## src/rtl/divcount_timer.sv

```systemverilog
`timescale 1ns/1ps
module divcount_timer #(
  parameter int CNT_W  = 32,
  parameter int PEND_W = 4,
  parameter int N_ENT  = 6,
  parameter int AW     = 4
)(
  input  logic          clk,
  input  logic          rst_n,
  input  logic          wr_en,
  input  logic [AW-1:0] wr_addr,
  input  logic [31:0]   wr_data,
  input  logic [AW-1:0] rd_addr,
  output logic [31:0]   rd_data,
  output logic          inj_req,
  output logic [7:0]    inj_vector,
  input  logic          inj_ack
);
  localparam int A_SVR  = N_ENT;
  localparam int A_INIT = N_ENT + 1;
  localparam int A_CUR  = N_ENT + 2;
  localparam int A_DIV  = N_ENT + 3;
  localparam int MASK_B = 16;
  localparam int PER_B  = 17;
  localparam int SWEN_B = 8;
  localparam logic [31:0] ENT_KEEP = 32'h0003_10FF;
  localparam logic [31:0] MASK_V   = 32'h1 << MASK_B;
  localparam logic [PEND_W-1:0] PEND_MAX = '1;

  logic [31:0]       ent [N_ENT];
  logic [9:0]        svr;
  logic [2:0]        div_q;
  logic [CNT_W-1:0]  init_q, cur;
  logic [6:0]        presc;
  logic [PEND_W-1:0] pend;

  wire       wr_init  = wr_en && (wr_addr == AW'(A_INIT));
  wire       wr_svr   = wr_en && (wr_addr == AW'(A_SVR));
  wire       wr_div   = wr_en && (wr_addr == AW'(A_DIV));
  wire       sw_off   = wr_svr && !wr_data[SWEN_B];
  wire       sw_en    = svr[SWEN_B];
  wire [2:0] shift    = div_q + 3'd1;
  wire [7:0] ratio    = 8'd1 << shift;
  wire [6:0] last     = 7'(ratio - 8'd1);
  wire       running  = (cur != '0);
  wire       tick     = running && (presc >= last);
  wire       expire   = tick && (cur == CNT_W'(1));
  wire       tmr_mask = ent[0][MASK_B];
  wire       accept   = inj_req && inj_ack;

  assign inj_req    = !tmr_mask && (pend != '0);
  assign inj_vector = ent[0][7:0];

  always_ff @(posedge clk or negedge rst_n) begin
    if (!rst_n) begin
      for (int i = 0; i < N_ENT; i++) ent[i] <= MASK_V;
    end else begin
      for (int i = 0; i < N_ENT; i++) begin
        if (sw_off)
          ent[i] <= ent[i] | MASK_V;
        else if (wr_en && (wr_addr == AW'(i)))
          ent[i] <= (wr_data & ENT_KEEP) | (sw_en ? 32'd0 : MASK_V);
      end
    end
  end

  always_ff @(posedge clk or negedge rst_n) begin
    if (!rst_n) begin
      svr   <= 10'h0FF;
      div_q <= '0;
    end else begin
      if (wr_svr) svr <= wr_data[9:0];
      if (wr_div) div_q <= {wr_data[3], wr_data[1:0]};
    end
  end

  always_ff @(posedge clk or negedge rst_n) begin
    if (!rst_n) begin
      init_q <= '0;
      cur    <= '0;
      presc  <= '0;
    end else if (wr_init) begin
      init_q <= wr_data[CNT_W-1:0];
      cur    <= wr_data[CNT_W-1:0];
      presc  <= '0;
    end else if (!running) begin
      presc <= '0;
    end else if (tick) begin
      presc <= '0;
      if (expire) cur <= ent[0][PER_B] ? init_q : '0;
      else        cur <= cur - CNT_W'(1);
    end else begin
      presc <= presc + 7'd1;
    end
  end

  always_ff @(posedge clk or negedge rst_n) begin
    if (!rst_n)
      pend <= '0;
    else if (wr_init || sw_off)
      pend <= '0;
    else if (expire && !accept) begin
      if (pend != PEND_MAX) pend <= pend + 1'b1;
    end else if (accept && !expire)
      pend <= pend - 1'b1;
  end

  always_comb begin
    rd_data = '0;
    for (int i = 0; i < N_ENT; i++)
      if (rd_addr == AW'(i)) rd_data = ent[i];
    if (rd_addr == AW'(A_SVR))  rd_data = {22'd0, svr};
    if (rd_addr == AW'(A_INIT)) rd_data = 32'(init_q);
    if (rd_addr == AW'(A_CUR))  rd_data = 32'(cur);
    if (rd_addr == AW'(A_DIV))  rd_data = {28'd0, div_q[2], 1'b0, div_q[1:0]};
  end
endmodule


```

## config.mk

```make
export PLATFORM = sky130hd
export DESIGN_NAME = divcount_timer
export DESIGN_NICKNAME = d
export VERILOG_FILES = /design/src/rtl/divcount_timer.sv
export SDC_FILE = /design/constraint.sdc
export NUM_CORES = 1
export LEC_CHECK = 0
export BUFFER_PORTS_ARGS = -buffer_cell sky130_fd_sc_hd__buf_2
export CAP_MARGIN = 10
export CORE_MARGIN = 4
export CORE_UTILIZATION = 43
export DETAILED_ROUTE_END_ITERATION = 10
export PLACE_DENSITY = 0.6
export SYNTH_ARGS = -nofsm -noshare
export SYNTH_HDL_FRONTEND = slang
export SYNTH_SLANG_ARGS = --single-unit
```

## constraint.sdc

```tcl
create_clock -name clk -period 4.87 [get_ports clk]
set_input_delay 0.2435 -clock clk [delete_from_list [all_inputs] [get_ports clk]]
set_output_delay 0.2435 -clock clk [all_outputs]
set_load 0.05 [all_outputs]
```

==> flow_metrics.tcl <==
set metrics [dict create \
    status "completed" \
    path_clk_slew_ns 0.07 \
    power_density_nw_per_um2 497.8 \
    drtIter0Drc 493 \
    io_pins 85 \
    critPathRequiredTime_ns 5.21 \
    critical_path_class "reg2reg" \
    cpMostUsedCell "ha_1" \
    synth-async-reset-ratio_pct 100.0 \
    drt_first_pass_iters 5 \
    yosysSeqAreaShare_pct 44.11 \
    cts_root_buf "clkbuf_16" \
    synth.yosys.warnings 0 \
    ant_nets 0 \
    synth_edf_count 0 \
    clk_path_buf_depth 2 \
    hold_viol 0 \
    via_per_inst 5.956 \
    max_freq_mhz 247.9 \
    worstPathCellList "or3_1 > ha_1 > nor3_1 > a21oi_1 > ha_1 > a21o_1 > a221o_1 > a41oi_1 > buf_4 > or3_1 > ha_1 > a21o_1 > a21oi_1 > o211ai_1 > o311a_1 > a211oi_1" \
    track_usage_pct 22.66 \
    synth_ff_type "dfrtp_1" \
    vias 7320 \
    start_util_pct 44.37 \
    slew_headroom_pct 24.81 \
    cts_setup_buffers 0 \
    grt_remaining_overflow 0 \
    cts_tree "yes" \
    grt_pass1_wl_mm 40.43 \
    cp-start-kind "register" \
    fin_nets 1010 \
    fin_crit_sh_pct 82.84 \
    grt_pass1_vias 7488 \
    drc 0 \
    htreeDepth 4 \
    syn_nets 959 \
    finClkSkew_ns 0.008216 \
    die_x_um 150.9 \
    numCtsBuffers 17 \
    p_leak_nw 4.415 \
    rsz0062_at_grt "no" \
    clock-sinks 154 \
    syn_area_per_cell_um2 9.752 \
    core_area_um2 19780 \
    fin_crit_ns 4.034 \
    syn_inst 900 \
    cp_slowest_cell "dfrtp_1" \
    avgRoutedWirePerCell_um 20.27 \
    fillers 1864 \
    hpwl_mm 16.98 \
    cap_violations 0 \
    antenna_found_initial 0 \
    power.total_w 0.004951 \
    die_area_um2 22760 \
    fp.dieH_um 150.9 \
    multi_input_area_um2 4552 \
    n_antenna_cell 0 \
    place_congestion 0.8681 \
    syn_to_final_growth_pct 13.31 \
    setup_violations 0 \
    finalWirelength_mm 24.91 \
    worst_path_largest_cell_delay_ns 0.47 \
    insertion_delay_ns 0.43 \
    crit_fanout 11 \
    crit_arrival_ns 4.38 \
    final_common_cell "nand2_1" \
    rows 51 \
    io_buffers 84 \
    synth_area_um2 8777 \
    finalSetupTns_ns 0 \
    ys_seq_elements 154 \
    final-max-slew-violation-count 0 \
    seq_area_um2 3871 \
    fin_ws_ns 0.8358 \
    ir_drop_mv 0.2563 \
    worst_setup_path_end_kind "register" \
    layout_common_cells "153 x nand2_1, 140 x dfrtp_1, 83 x buf_2" \
    drive_above_1_share_pct 26.04 \
    hp-class "in2reg" \
    synth_cell_types 73 \
    worstMarginPinSlew_ns 1.124 \
    dp_slack_ns 0.8442 \
    grt_max_degree 104 \
]
## synthesized netlist by cell type (10+ instances only)
library cell / count / area (um2)
nor2_1: 54 / 202.7
a21oi_1: 36 / 180.2
o22ai_1: 11 / 68.82
dfrtp_1: 140 / 3503
nand2_1: 153 / 574.3
a31oi_1: 11 / 68.82
mux2_2: 78 / 878.3
o21ai_0: 34 / 170.2
dfstp_2: 14 / 367.9
ha_1: 14 / 175.2
a22oi_1: 12 / 90.09
xor2_1: 11 / 96.34
inv_1: 12 / 45.04
nor4_1: 10 / 62.56
a22o_1: 25 / 219.0
clkbuf_1: 41 / 153.9
nand3_1: 20 / 100.1
nor3_1: 22 / 110.1
o211ai_1: 19 / 142.6
## cells by family after synthesis
group	after synthesis	synth area share (%)
buffers and inverters	80	4.177
flip-flops	154	44.11
AND/OR/NAND/NOR	329	18.43
multiplexers	92	12.32
XOR/XNOR	19	1.896
AO/OA/AOI/OAI	211	16.85
adder cells (fa/ha/maj)	15	2.224
## layer usage
metal	share of wire (%)	track usage, %	wire, um	vias to the layer above
li1	-	-	-	3403
met1	45	31.53	11330	3675
met2	47	36.12	11810	199
met3	4.9	3.860	1228	43
met4	2.2	7.434	541	0
met5	0	0	0	-
## power breakdown
part | switching, W | internal (W)
Combinational | 0.000951 | 0.000625
Clock | 0.000635 | 0.000736
Sequential | 0.000363 | 0.00164
Total | 0.00195 | 0.00300
## worst max-delay path: cells and delay by family, from the launching register on
family	cells	cell delay [ns]
flip-flops	1	0.47
AO/OA/AOI/OAI	9	1.63
adder cells (fa/ha/maj)	3	0.83
buffers and inverters	1	0.22
AND/OR/NAND/NOR	3	0.79
## path summary, 6_finish.rpt
kind	startpoint	endpoint	slack (ns)	depth (start not counted)
min in group asynchronous	rst_n	ent[39]	0.50	2
max	div_q[1]	pend[3]	0.84	16
min	wr_data[18]	init_q[18]	0.01	3
min reg2reg	presc[0]	presc[0]	0.49	1
max in group asynchronous	rst_n	cur[2]	3.10	3
max reg2reg	div_q[1]	pend[3]	0.84	16
## state kept, by name (all words and copies together) (netlist names)
register	count
presc	7
cur	32
pend	4
svr	10
ent	58
inj_vector	8
div_q	3
init_q	32
## area by class of cell
cell class              count  area share (%)
clock inverters            15           1.723
inverters                  12          0.4529
flip-flops and latches    154           38.92
multi-input cells         666           45.77
repair buffers            100           5.523
clock buffers              17           4.277
well taps                 265           3.334
## through the flow
| stage | utilization [%] | hold slack (ns) | instance area (um2) | std cells |
|---|---|---|---|---|
| floorplan | - | -0.05209 | 8777 | 900 |
| global placement | 47.21 | 0.4357 | 9339 | 1196 |
| detailed placement | 47.21 | 0.4428 | 9339 | 1196 |
| CTS | 50.28 | 0.001073 | 9946 | 1229 |
| global route | 50.28 | 0.005520 | 9946 | 1229 |
| finish | 50.28 | 0.01334 | 9946 | 1229 |
## what timing repair did
| item | CTS | global route |
|---|---|---|
| hold buffers | 1 | 0 |
| hold endpoints to repair | 78 | 0 |
| gates resized for setup | 0 | 0 |
No activity file was read; power rests on OpenSTA's default activity.
